==> config.mk <==
export PLATFORM = sky130hd
export DESIGN_NAME = can_phy_ctrl
export DESIGN_NICKNAME = d
export VERILOG_FILES = /design/src/rtl/can_phy_pkg.sv /design/src/rtl/sync_bank.sv /design/src/rtl/dom_counter.sv /design/src/rtl/supply_arm.sv /design/src/rtl/can_phy_ctrl.sv
export SDC_FILE = /design/constraint.sdc
export NUM_CORES = 1
export LEC_CHECK = 0
export ABC_AREA = 1
export ABC_CLOCK_PERIOD_IN_PS = 1500
export BUFFER_PORTS_ARGS = -buffer_cell sky130_fd_sc_hd__buf_2
export CAP_MARGIN = 20
export CORE_UTILIZATION = 30
export DETAILED_ROUTE_END_ITERATION = 16
export GPL_ROUTABILITY_DRIVEN = 1
export GPL_TIMING_DRIVEN = 0
export SLEW_MARGIN = 25
export SYNTH_ARGS = -nofsm -noshare
export SYNTH_HDL_FRONTEND = slang
export SYNTH_SLANG_ARGS = --single-unit
==> constraint.sdc <==
create_clock -name clk -period 1.5 [get_ports clk]
set_clock_uncertainty 0.1 [all_clocks]
set_input_delay 0.375 -clock clk [delete_from_list [all_inputs] [get_ports clk]]
set_output_delay 0.375 -clock clk [all_outputs]
set_load 0.005 [all_outputs]
==> src/rtl/can_phy_pkg.sv <==
package can_phy_pkg;

  typedef enum logic {
    MODE_NORMAL  = 1'b0,
    MODE_STANDBY = 1'b1
  } phy_mode_e;

  // Converts a duration in nanoseconds into whole clock cycles.
  function automatic int unsigned ns_to_cyc(input longint unsigned hz,
                                            input longint unsigned ns);
    longint unsigned prod;
    prod = (hz * ns) / 64'd1_000_000_000;
    return prod[31:0];
  endfunction

  // Indices of the synchronized input vector.
  localparam int SI_MODE = 0;
  localparam int SI_TXD  = 1;
  localparam int SI_HS   = 2;
  localparam int SI_LP   = 3;
  localparam int SI_CORE = 4;
  localparam int SI_IO   = 5;
  localparam int SI_OT   = 6;
  localparam int SI_NUM  = 7;

endpackage

==> src/rtl/sync_bank.sv <==
module sync_bank #(
  parameter int unsigned        W       = 1,
  parameter logic [W-1:0]       RST_VAL = '0
) (
  input  logic         clk,
  input  logic         rst_n,
  input  logic [W-1:0] d_i,
  output logic [W-1:0] q_o
);

  for (genvar b = 0; b < W; b++) begin : g_bit
    logic meta_q;
    logic sync_q;

    always_ff @(posedge clk or negedge rst_n) begin
      if (!rst_n) begin
        meta_q <= RST_VAL[b];
        sync_q <= RST_VAL[b];
      end else begin
        meta_q <= d_i[b];
        sync_q <= meta_q;
      end
    end

    assign q_o[b] = sync_q;
  end

endmodule

==> src/rtl/dom_counter.sv <==
module dom_counter #(
  parameter int unsigned LIMIT = 4
) (
  input  logic clk,
  input  logic rst_n,
  input  logic active_i,
  input  logic level_i,
  output logic hit_o
);

  localparam int unsigned CW = $clog2(LIMIT + 1);
  localparam logic [CW-1:0] TOP = CW'(LIMIT);

  logic [CW-1:0] cnt_q;
  logic [CW-1:0] cnt_d;
  logic          run;
  logic          cnt_en;

  assign run = active_i & level_i;

  always_comb begin
    if (!run) begin
      cnt_d = '0;
    end else if (cnt_q != TOP) begin
      cnt_d = cnt_q + 1'b1;
    end else begin
      cnt_d = cnt_q;
    end
  end

  assign cnt_en = !run || (cnt_q != TOP);

  always_ff @(posedge clk or negedge rst_n) begin
    if (!rst_n) begin
      cnt_q <= '0;
    end else if (cnt_en) begin
      cnt_q <= cnt_d;
    end
  end

  assign hit_o = (cnt_q == TOP);

  AST_CNT_BOUND: assert property (@(posedge clk) disable iff (!rst_n)
    cnt_q <= TOP) else $error("count above limit");

  AST_CNT_CLEAR: assert property (@(posedge clk) disable iff (!rst_n)
    !(active_i && level_i) |=> (cnt_q == '0)) else $error("count not cleared");

  AST_HIT_HOLD: assert property (@(posedge clk) disable iff (!rst_n)
    (hit_o && active_i && level_i) |=> hit_o) else $error("trip released early");

endmodule

==> src/rtl/supply_arm.sv <==
module supply_arm (
  input  logic clk,
  input  logic rst_n,
  input  logic core_ok_i,
  input  logic io_ok_i,
  output logic armed_o
);

  logic armed_q;
  logic armed_d;

  assign armed_d = core_ok_i & (armed_q | io_ok_i);

  always_ff @(posedge clk or negedge rst_n) begin
    if (!rst_n) begin
      armed_q <= 1'b0;
    end else begin
      armed_q <= armed_d;
    end
  end

  assign armed_o = armed_q;

  AST_ARM_DROP: assert property (@(posedge clk) disable iff (!rst_n)
    !core_ok_i |=> !armed_o) else $error("armed after core loss");

  AST_ARM_RISE: assert property (@(posedge clk) disable iff (!rst_n)
    $rose(armed_o) |-> ($past(io_ok_i) && $past(core_ok_i))) else $error("armed without supplies");

endmodule

==> src/rtl/can_phy_ctrl.sv <==
module can_phy_ctrl
  import can_phy_pkg::*;
#(
  parameter int unsigned CLK_HZ  = 50_000_000,
  parameter int unsigned TMO_NS  = 1_250_000,
  parameter int unsigned WAKE_NS = 500
) (
  input  logic clk,
  input  logic rst_n,
  input  logic mode_i,
  input  logic txd_i,
  input  logic hs_dom_i,
  input  logic lp_dom_i,
  input  logic core_ok_i,
  input  logic io_ok_i,
  input  logic ot_i,
  output logic drv_en_o,
  output logic drv_dom_o,
  output logic rxd_o,
  output logic split_en_o
);

  localparam int unsigned TMO_RAW  = ns_to_cyc(64'(CLK_HZ), 64'(TMO_NS));
  localparam int unsigned WAKE_RAW = ns_to_cyc(64'(CLK_HZ), 64'(WAKE_NS));
  localparam int unsigned TMO_CYC  = (TMO_RAW  < 2) ? 2 : TMO_RAW;
  localparam int unsigned WAKE_CYC = (WAKE_RAW < 1) ? 1 : WAKE_RAW;

  // Safe reset levels: standby, recessive transmit, everything else idle.
  localparam logic [SI_NUM-1:0] SYNC_RST = 7'b000_0011;

  logic [SI_NUM-1:0] raw_in;
  logic [SI_NUM-1:0] sync_in;

  assign raw_in[SI_MODE] = mode_i;
  assign raw_in[SI_TXD]  = txd_i;
  assign raw_in[SI_HS]   = hs_dom_i;
  assign raw_in[SI_LP]   = lp_dom_i;
  assign raw_in[SI_CORE] = core_ok_i;
  assign raw_in[SI_IO]   = io_ok_i;
  assign raw_in[SI_OT]   = ot_i;

  sync_bank #(
    .W       (SI_NUM),
    .RST_VAL (SYNC_RST)
  ) u_sync (
    .clk   (clk),
    .rst_n (rst_n),
    .d_i   (raw_in),
    .q_o   (sync_in)
  );

  phy_mode_e mode_s;
  logic      txd_s;
  logic      hs_s;
  logic      lp_s;
  logic      core_s;
  logic      io_s;
  logic      ot_s;

  assign mode_s = phy_mode_e'(sync_in[SI_MODE]);
  assign txd_s  = sync_in[SI_TXD];
  assign hs_s   = sync_in[SI_HS];
  assign lp_s   = sync_in[SI_LP];
  assign core_s = sync_in[SI_CORE];
  assign io_s   = sync_in[SI_IO];
  assign ot_s   = sync_in[SI_OT];

  logic is_norm;
  logic armed;
  logic lp_live;

  assign is_norm = (mode_s == MODE_NORMAL);

  supply_arm u_arm (
    .clk       (clk),
    .rst_n     (rst_n),
    .core_ok_i (core_s),
    .io_ok_i   (io_s),
    .armed_o   (armed)
  );

  assign lp_live = !is_norm && armed;

  // Stuck-low transmit watchdog, Normal mode only.
  logic tx_trip;

  dom_counter #(.LIMIT(TMO_CYC)) u_tx_wd (
    .clk      (clk),
    .rst_n    (rst_n),
    .active_i (is_norm),
    .level_i  (!txd_s),
    .hit_o    (tx_trip)
  );

  // Stuck-dominant bus watchdog, Standby mode only.
  logic bus_trip;

  dom_counter #(.LIMIT(TMO_CYC)) u_bus_wd (
    .clk      (clk),
    .rst_n    (rst_n),
    .active_i (lp_live),
    .level_i  (lp_s),
    .hit_o    (bus_trip)
  );

  // Wake-up filter: minimum dominant time before reporting.
  logic wake_dom;

  dom_counter #(.LIMIT(WAKE_CYC)) u_wake (
    .clk      (clk),
    .rst_n    (rst_n),
    .active_i (lp_live),
    .level_i  (lp_s),
    .hit_o    (wake_dom)
  );

  logic drv_ok;
  logic rx_norm;
  logic rx_stby;

  always_comb begin
    drv_ok  = is_norm && armed && core_s && !ot_s && !tx_trip;
    rx_norm = !(core_s && hs_s);
    rx_stby = !(armed && wake_dom && !bus_trip);
  end

  assign drv_en_o   = drv_ok;
  assign drv_dom_o  = drv_ok && !txd_s;
  assign rxd_o      = is_norm ? rx_norm : rx_stby;
  assign split_en_o = is_norm && core_s;

  AST_STBY_NO_DRV: assert property (@(posedge clk) disable iff (!rst_n)
    !is_norm |-> !drv_en_o) else $error("driver on in standby");

  AST_DOM_GATED: assert property (@(posedge clk) disable iff (!rst_n)
    drv_dom_o |-> drv_en_o) else $error("dominant without enable");

  AST_HOT_OFF: assert property (@(posedge clk) disable iff (!rst_n)
    ot_s |-> !drv_en_o) else $error("driver on while hot");

  AST_TX_CUT: assert property (@(posedge clk) disable iff (!rst_n)
    (tx_trip && !txd_s) |-> !drv_dom_o) else $error("stuck transmit still driving");

  AST_BUS_LOCK: assert property (@(posedge clk) disable iff (!rst_n)
    (!is_norm && bus_trip) |-> rxd_o) else $error("stuck bus not masked");

  AST_CORE_RX: assert property (@(posedge clk) disable iff (!rst_n)
    (is_norm && !core_s) |-> (rxd_o && !drv_en_o)) else $error("core loss not handled");

endmodule

==> metrics.cfg, run 1 <==
[run_status]
status = complete, but fails checks
violations = hold timing, setup timing

[yosys]
synth_edf_count = 0
ys_top_cells_by_area = dfrtp_1 44%, nand2_1 11%, nor2_1 10%, nand3_1 5.9%, inv_1 5.0%
synth_fp_nets = 367
syn_inst = 352
synthArstFlopShare = 1.00
netlist_area_um2 = 2710
yosysTopAreaCellShare = 0.444
ys_ff_latch = 52
synth_largest_area_cell = dfrtp_1
synthFlopType = dfrtp_1
ys_seq_area_frac = 0.482
avgSynthCellArea_um2 = 7.69
synth_cell_type_count = 27
ys_warn_count = 0

[clocking]
htree_levels = 2
clock_latency_ns = 0.31
clk_pin_slew_ns = 0.11
clkSinkCount = 52
cts_buffers = 5
clockRootBuffer = clkbuf_8
clockBufferDepth = 2
ctsHoldBuffers = 0
cts_tree = done

[route]
route.top_layer_used = met4
ant_nets = 0
post-route-drc-count = 0
drt_iter0_markers = 98
wl_met2_um = 2690
routedWlPerCell_um = 10.9
routed_wl_um = 5590
wl_met1_um = 2660
route.met3.wl_um = 159
first_pass_iters = 4
viasPerCell = 4.64
vias = 2375

[floorplan]
core_um2 = 8720
rows = 34
die_w_um = 97
ios = 13
initial_core_util = 0.310
fp.dieH_um = 97
die_area_um2 = 9410

[setup_path]
critical-path-slowest-cell = dfrtp_1
path_cells = inv_2, ha_4, nand3_2, nor2_4, nand2_2, a21boi_2, buf_2
critPathArrivalTime_ns = 1.45
endpoint_kind = output pin
cp_num_buf_inv = 2
cp.required_ns = 1.02
critPathMaxStageDelay_ns = 0.42
rr_worst_depth = 9
path_depth = 7
start_kind = flip-flop
cp_top_family = flip-flops
crit_path_max_fanout = 2
worstSetupPathType = reg -> out

[final_layout]
regArea_um2 = 1320
fillers = 851
num_antenna_cells = 0
fin_nets = 418
area_growth_pct = 26.2
multiInputGateArea_um2 = 1370
drive_gt1_frac = 0.302

[place]
hpwlAfterDp_um = 3650
numPortBuffers = 12
gp_congestion = 0.861

[timing]
hold_violations = 21
min_period_ns = 1.93
finalSetupViolations = 4
holdWs_ns = -0.0164
fmax_mhz = 519
worst_pin_slew_ns = 0.647
maxSlewViolCount = 0
max_slew_margin = 0.568
layout_setup_ws_ns = -0.427
period_share = 1.28
rsz0062_at_grt = yes
fin_setup_tns_ns = -1.21

[power]
p_per_area_nw_per_um2 = 703
p_leak_nw = 1.44
power.total_w = 0.00240
vdd_drop_max_mv = 0.506

[grt]
grt_pass1_vias = 2206
grt_usage = 0.124
grt_pass1_wl_um = 9740
antenna_found_initial = 0
grt_overflow = 0
grt_max_degree = 53

[job]
drv_cap = 0

[hold_path]
hp-class = in -> async

==> worst register-to-register path, delay by kind of cell (launching register included) <==
family / cells / cell delay (ns)
simple gates: 5 / 0.47
flops: 1 / 0.39
fa+ha+maj: 1 / 0.13
buf+inv: 3 / 0.31
==> final cells by class <==
cell class              count  share of cell area
multi-input cells         256               0.400
repair buffers             47              0.0974
clock buffers               5              0.0201
well taps                 108              0.0395
flip-flops and latches     52               0.385
inverters                  37              0.0406
clock inverters             3             0.00732
plain buffers               4              0.0102
==> worst paths after layout <==
kind	slack (ns)	end	start
hold / removal	-0.02	u_tx_wd.cnt_q[7]	rst_n
max in group asynchronous	0.83	u_tx_wd.cnt_q[5]	rst_n
setup / recovery	-0.43	rxd_o	u_bus_wd.cnt_q[1]
setup reg to reg	0.01	u_bus_wd.cnt_q[12]	u_bus_wd.cnt_q[1]
min in group clk	0.06	u_sync.g_bit[0].meta_q	mode_i
hold reg to reg	0.26	u_sync.g_bit[2].sync_q	u_sync.g_bit[2].meta_q
==> power breakdown <==
| part | internal, W | switching [W] | leakage (nW) | total (W) |
|---|---|---|---|---|
| clock network | 0.000341 | 0.000495 | 0.0452 | 0.000836 |
| registers | 0.00143 | 0.0000125 | 0.673 | 0.00144 |
| logic | 0.0000462 | 0.0000766 | 0.722 | 0.000123 |
| total | 0.00182 | 0.000584 | 1.44 | 0.00240 |
==> cells by family after synthesis <==
group,after synthesis,share of synthesized area
flops,52,0.482
simple gates,220,0.353
compound gates,23,0.0494
xor+xnor,7,0.0226
buf+inv,44,0.0652
fa+ha+maj,6,0.0277
==> synthesized netlist by cell type (7+ instances only) <==
library cell,count
o21ai_0,7
nand2_1,82
nand3_1,32
inv_1,36
nor2_2,7
nor2_1,73
nand4_1,12
dfrtp_1,48
nand2_2,7
==> stage by stage <==
step	utilization	instances	instance area [um^2]	setup WS (ns)
5_1_grt	0.392	512	3420	-0.531
3_5_place_dp	0.335	472	2930	-0.235
3_3_place_gp	0.335	472	2920	-0.209
6_report	0.392	512	3420	-0.427
4_1_cts	0.370	498	3230	-0.444
2_1_floorplan	-	352	2730	0.000149
==> cells in the final DEF, fill, tap and decap left out, drive strengths merged, types with 4 or more instances in the layout <==
cell     n
clkbuf   5
buf     51
nor2    82
o21ai   10
dfstp    4
ha       6
dfrtp   48
xor2     6
nand4   12
nand3   32
nand2   89
a21oi    6
inv     39
==> sequential cells by signal, summed over array words and instances, names as in the netlist <==
signal / cells
u_tx_wd.cnt_q: 16
u_bus_wd.cnt_q: 16
u_arm.armed_o: 1
u_sync.g_bit.sync_q: 7
u_sync.g_bit.meta_q: 7
u_wake.cnt_q: 5
==> repair_timing <==
item / in CTS / in global routing
pin swaps: 10 / 13
resized for setup: 21 / 31
hold endpoints to repair: 0 / 0
setup endpoints to repair: 9 / 22
buffers inserted: 21 / 15
==> metal layers <==
layer | track usage | up-vias
met5 | 0 | -
met4 | 0.0425 | 0
met3 | 0.0173 | 8
met2 | 0.213 | 56
met1 | 0.158 | 1099
li1 | - | 1212
Note: power is estimated with default switching activity, not from simulation.
==> run 2: changes to the inputs <==
Settings changed: ABC_CLOCK_PERIOD_IN_PS 1500 to 2300, CORE_MARGIN set to 5.
Clock period 1.5 ns to 2.3 ns, I/O delays scaled along.
==> metrics.cfg, run 2 (synthesis gave the netlist of run 1 again) <==
[timing]
maxSlewViolCount = 0
min_period_ns = 2.20
max_slew_margin = 0.575
period_share = 0.957
worst_pin_slew_ns = 0.637
fmax_mhz = 454
hold_violations = 0
finalSetupViolations = 0

[final_layout]
finalCoreUtilization = 0.353
multiInputGateArea_um2 = 1250
final_cell_area_um2 = 3090
stdcell_count = 487
fillers = 899
num_antenna_cells = 0
mostFrequentLayoutCells = 79 x nand2_1, 69 x nor2_1, 47 x dfrtp_1
fin_nets = 393
area_growth_pct = 14.1
largestRegisters = u_bus_wd.cnt_q x16, u_tx_wd.cnt_q x16
drive_gt1_frac = 0.185
regArea_um2 = 1310
final_common_cell = nand2_1

[setup_path]
start_kind = flip-flop
worstSetupPathType = reg -> out
endpoint_kind = output pin
crit_path_max_fanout = 3
rr_worst_depth = 7
critPathArrivalTime_ns = 1.53
cp.required_ns = 1.62

[run_status]
status = finished clean

[place]
dp_cells = 472
gp_congestion = 0.843
hpwlAfterDp_um = 3800
numPortBuffers = 12
dpl_cell_area_um2 = 2910

[floorplan]
ios = 13
fp.dieH_um = 105
rows = 34
die_w_um = 105
die_area_um2 = 11000
core_um2 = 8760
initial_core_util = 0.309

[route]
routedWlPerCell_um = 10.9
first_pass_iters = 4
viasPerCell = 4.56
ant_nets = 0
vias = 2221
routed_wl_um = 5320
post-route-drc-count = 0
drt_iter0_markers = 80

[grt]
grt_usage = 0.103
grt_pass1_vias = 2156
antenna_found_initial = 0
grt_max_degree = 53
grt_pass1_wl_um = 9630
grt_overflow = 0

[clocking]
clockRootBuffer = clkbuf_8
clockBufferDepth = 2
cts_tree = done
clkSinkCount = 52
htree_levels = 2
cts_buffers = 5
clk_pin_slew_ns = 0.11
clock_latency_ns = 0.32

[power]
p_per_area_nw_per_um2 = 513
p_leak_nw = 1.31
vdd_drop_max_mv = 0.373

[job]
drv_cap = 0

[hold_path]
hp-class = in -> async

## run 2: changes by cell type in the layout (fill, tap and decap cells not counted), sizes merged
| cell | before | now |
|---|---|---|
| clkinvlp | 1 | 0 |
| inv | 39 | 38 |
| buf | 51 | 26 |
| clkinv | 0 | 2 |
## run 2: metrics by stage
stage / TNS [ns] / setup slack, ns / hold slack (ns) / total power [W]
finish: 0 / 0.0986 / 0.158 / 0.00159
global route: -0.0381 / -0.0231 / 0.227 / 0.00166
floorplan: 0 / 0.532 / 0.179 / 0.000983
detailed placement: 0 / 0.279 / 0.236 / 0.00102
global placement: 0 / 0.276 / 0.232 / 0.00102
CTS: 0 / 0.00725 / 0.197 / 0.00161
## run 2: final cells by class
| type | count | area share |
|---|---|---|
| clock buffer | 5 | 0.0223 |
| tap | 108 | 0.0437 |
| clock inverter | 3 | 0.0109 |
| multi-input combinational | 256 | 0.405 |
| inverter | 37 | 0.0449 |
| timing repair buffer | 20 | 0.0397 |
| sequential | 52 | 0.423 |
| buffer | 6 | 0.0105 |
## run 2: path summary, 6_finish.rpt
check                      slack (ns)                endpoint                    from
setup / recovery                  0.1                drv_en_o        u_tx_wd.cnt_q[0]
hold reg to reg                  0.26  u_sync.g_bit[4].sync_q  u_sync.g_bit[4].meta_q
max in group asynchronous        1.46        u_tx_wd.cnt_q[1]                   rst_n
min in group clk                 0.25  u_sync.g_bit[1].meta_q                   txd_i
setup reg to reg                 0.67        u_tx_wd.cnt_q[8]        u_tx_wd.cnt_q[0]
hold / removal                   0.16       u_bus_wd.cnt_q[6]                   rst_n
## run 2: where the power goes
group / switching [W] / internal, W / leakage, nW
Clock: 0.000347 / 0.000230 / 0.0515
Combinational: 0.0000447 / 0.0000226 / 0.576
Sequential: 0.00000780 / 0.000933 / 0.685
Total: 0.000400 / 0.00119 / 1.31
## run 2: worst max-delay path: stages (launching register included)
cell     delay (ns)
dfrtp_1        0.41
inv_2          0.09
ha_2           0.20
nand2_1        0.07
nor2_2         0.12
nand2_2        0.07
nand2_2        0.08
inv_1          0.05
buf_2          0.12
## run 2: repair_timing
action	4_1_cts	5_1_grt
resized for setup	4	9
setup endpoints to repair	3	3
pin swaps	2	3
hold buffers	0	0
setup buffers	3	5
## run 2: routing by layer
layer | track usage | share of wire | up-vias
li1 | - | - | 1164
met1 | 0.137 | 0.49 | 1021
met2 | 0.166 | 0.46 | 29
met3 | 0.0216 | 0.029 | 7
met4 | 0.0384 | 0.017 | 0
met5 | 0 | 0 | -
==> run 3: changes to the inputs <==
Settings changed: ABC_AREA 1 to 0, ABC_CLOCK_PERIOD_IN_PS 2300 to 1850, GPL_TIMING_DRIVEN 0 to not set.
Clock period 2.3 ns to 1.85 ns, I/O delays scaled along.
==> metrics.cfg, run 3 <==
[grt]
antenna_found_initial = 0
grt_usage = 0.101
grt_pass1_vias = 1782
grt_pass1_wl_um = 8150
grt_max_degree = 35
grt_overflow = 0

[floorplan]
ios = 13
die_area_um2 = 9670
initial_core_util = 0.306
die_w_um = 98.4
rows = 32
fp.dieH_um = 98.4
core_um2 = 7650

[final_layout]
area_growth_pct = 29.8
final_cell_area_um2 = 3040
largestRegisters = u_bus_wd.cnt_q x16, u_tx_wd.cnt_q x16
finalCoreUtilization = 0.398
num_antenna_cells = 0
final_common_cell = dfrtp_1
drive_gt1_frac = 0.316
fillers = 731
fin_nets = 296
mostFrequentLayoutCells = 48 x dfrtp_1, 42 x buf_4, 34 x nor2_1

[setup_path]
worstSetupPathType = reg -> out
endpoint_kind = output pin
path_cells = or4_1, or4_4, and4b_4, nor2b_4, buf_2
start_kind = flip-flop
cp.required_ns = 1.29
r2r-end = u_tx_wd.cnt_q[3]
cp_num_buf_inv = 1
regToRegSetupSlack_ns = -0.43
critPathMaxStageDelay_ns = 0.55
worstReg2RegStart = u_tx_wd.cnt_q[4]
critPathArrivalTime_ns = 2.17
rr_worst_depth = 7
crit_path_max_fanout = 2
critical-path-slowest-cell = or4_4
cp_top_family = simple AND/OR/NAND/NOR gates

[timing]
worst_pin_slew_ns = 0.420
maxSlewViolCount = 0
min_period_ns = 2.73
holdWs_ns = 0.152
fmax_mhz = 366
finalSetupViolations = 11
fin_setup_tns_ns = -4.32
max_slew_margin = 0.720
rsz0062_at_grt = yes
period_share = 1.48
hold_violations = 0
layout_setup_ws_ns = -0.881

[yosys]
avgSynthCellArea_um2 = 10.6
ys_seq_area_frac = 0.558
syn_inst = 222
synth_common_cells = 48 x dfrtp_1, 34 x nor2_1, 19 x xnor2_1
ys_top_cells_by_area = dfrtp_1 51%, xnor2_1 7.1%, nor2_1 5.4%, dfstp_2 4.5%, ha_1 3.2%
synth_cell_type_count = 34
netlist_area_um2 = 2340
synthFlopType = dfrtp_1
yosysTopAreaCellShare = 0.513
synthArstFlopShare = 1.00
ys_warn_count = 0
synth_most_common_cell = dfrtp_1
ys_ff_latch = 52
synth_largest_area_cell = dfrtp_1
synth_edf_count = 0
synth_fp_nets = 237

[run_status]
violations = setup timing
status = complete, but fails checks

[route]
ant_nets = 0
post-route-drc-count = 0
routed_wl_um = 4660
routedWlPerCell_um = 12.1
first_pass_iters = 4
viasPerCell = 4.62
drt_iter0_markers = 100
vias = 1773

[clocking]
cts_tree = done
htree_levels = 2
clkSinkCount = 52
clockBufferDepth = 2
cts_buffers = 5
clockRootBuffer = clkbuf_8
clk_pin_slew_ns = 0.09
clock_latency_ns = 0.30

[hold_path]
holdPathEnd = u_sync.g_bit[1].meta_q
hp-class = in -> reg
min-delay-start = txd_i
hold_depth = 1

[power]
p_per_area_nw_per_um2 = 639
p_leak_nw = 1.35
vdd_drop_max_mv = 0.542
power.total_w = 0.00194

[job]
drv_cap = 0

[place]
numPortBuffers = 12
hpwlAfterDp_um = 3310
dpl_cell_area_um2 = 2840
gp_congestion = 0.749

[run 3: changes by cell type in the layout (fill, tap and decap cells not counted), sizes merged, moves of 7 or more]
cell,before,now
nand2,89,12
nor4,0,8
nor2,82,34
inv,38,10
nand4,12,5
nand3,32,14
xnor2,1,19
buf,26,57
[run 3: worst register-to-register path, cell delays in order (launching register included)]
cell and delay, ns:
dfrtp_1 0.38, or4_1 0.51, or4_4 0.55, buf_4 0.15, buf_6 0.10, buf_4 0.15, nand4_1 0.09, mux2i_1 0.19
[run 3: repair_timing]
action | CTS | global route
hold buffers | 1 | 0
gates resized for setup | 4 | 10
pin swaps | 5 | 3
hold endpoints to repair | 14 | 0
setup endpoints to repair | 11 | 19
buffers inserted | 2 | 2
[run 3: cells by family after synthesis]
| group | after synthesis | share of synthesized area |
|---|---|---|
| AO/OA/AOI/OAI | 19 | 0.0518 |
| adder cells (fa/ha/maj) | 6 | 0.0321 |
| XOR/XNOR | 25 | 0.0935 |
| buffers and inverters | 15 | 0.0246 |
| multiplexers | 3 | 0.0128 |
| AND/OR/NAND/NOR | 102 | 0.228 |
| flip-flops | 52 | 0.558 |
[run 3: metal layers]
layer  vias up  part of all wire  GRT usage
li1        889                 -          -
met1       847              0.47      0.131
met2        31              0.49      0.170
met3         6             0.027     0.0136
met4         0             0.016     0.0399
met5         -                 0          0
[run 3: cell type report]
cell class,instances,area (um^2),area share
clock buffers,6,82.6,0.0272
clock inverters,2,13.8,0.00453
inverters,9,33.8,0.0111
multi-input cells,155,1050,0.345
flip-flops and latches,52,1310,0.430
well taps,102,128,0.0420
repair buffers,58,428,0.141
[run 3: worst max-delay path by stage]
stage	start	to	slack, ns	cells past startpoint
floorplan	u_tx_wd.cnt_q[11]	drv_dom_o	-0.55	5
global placement	u_tx_wd.cnt_q[11]	drv_dom_o	-0.58	5
detailed placement	u_tx_wd.cnt_q[11]	drv_dom_o	-0.59	5
CTS	u_tx_wd.cnt_q[3]	drv_dom_o	-0.90	5
global route	u_tx_wd.cnt_q[4]	drv_dom_o	-0.96	5
finish	u_tx_wd.cnt_q[4]	drv_dom_o	-0.88	5
[run 3: per-stage QoR]
step,instances,worst slack (ns)
after global routing,384,-0.963
after floorplan,222,-0.551
final,384,-0.881
after detailed placement,371,-0.589
after CTS,382,-0.901
after global placement,371,-0.578
[run 3: report_power, final]
part           leakage (nW)  total [W]  switching, W  internal, W
Sequential            0.686    0.00117     0.0000108      0.00116
Clock                0.0516   0.000685      0.000379     0.000307
Combinational         0.613  0.0000856     0.0000520    0.0000335
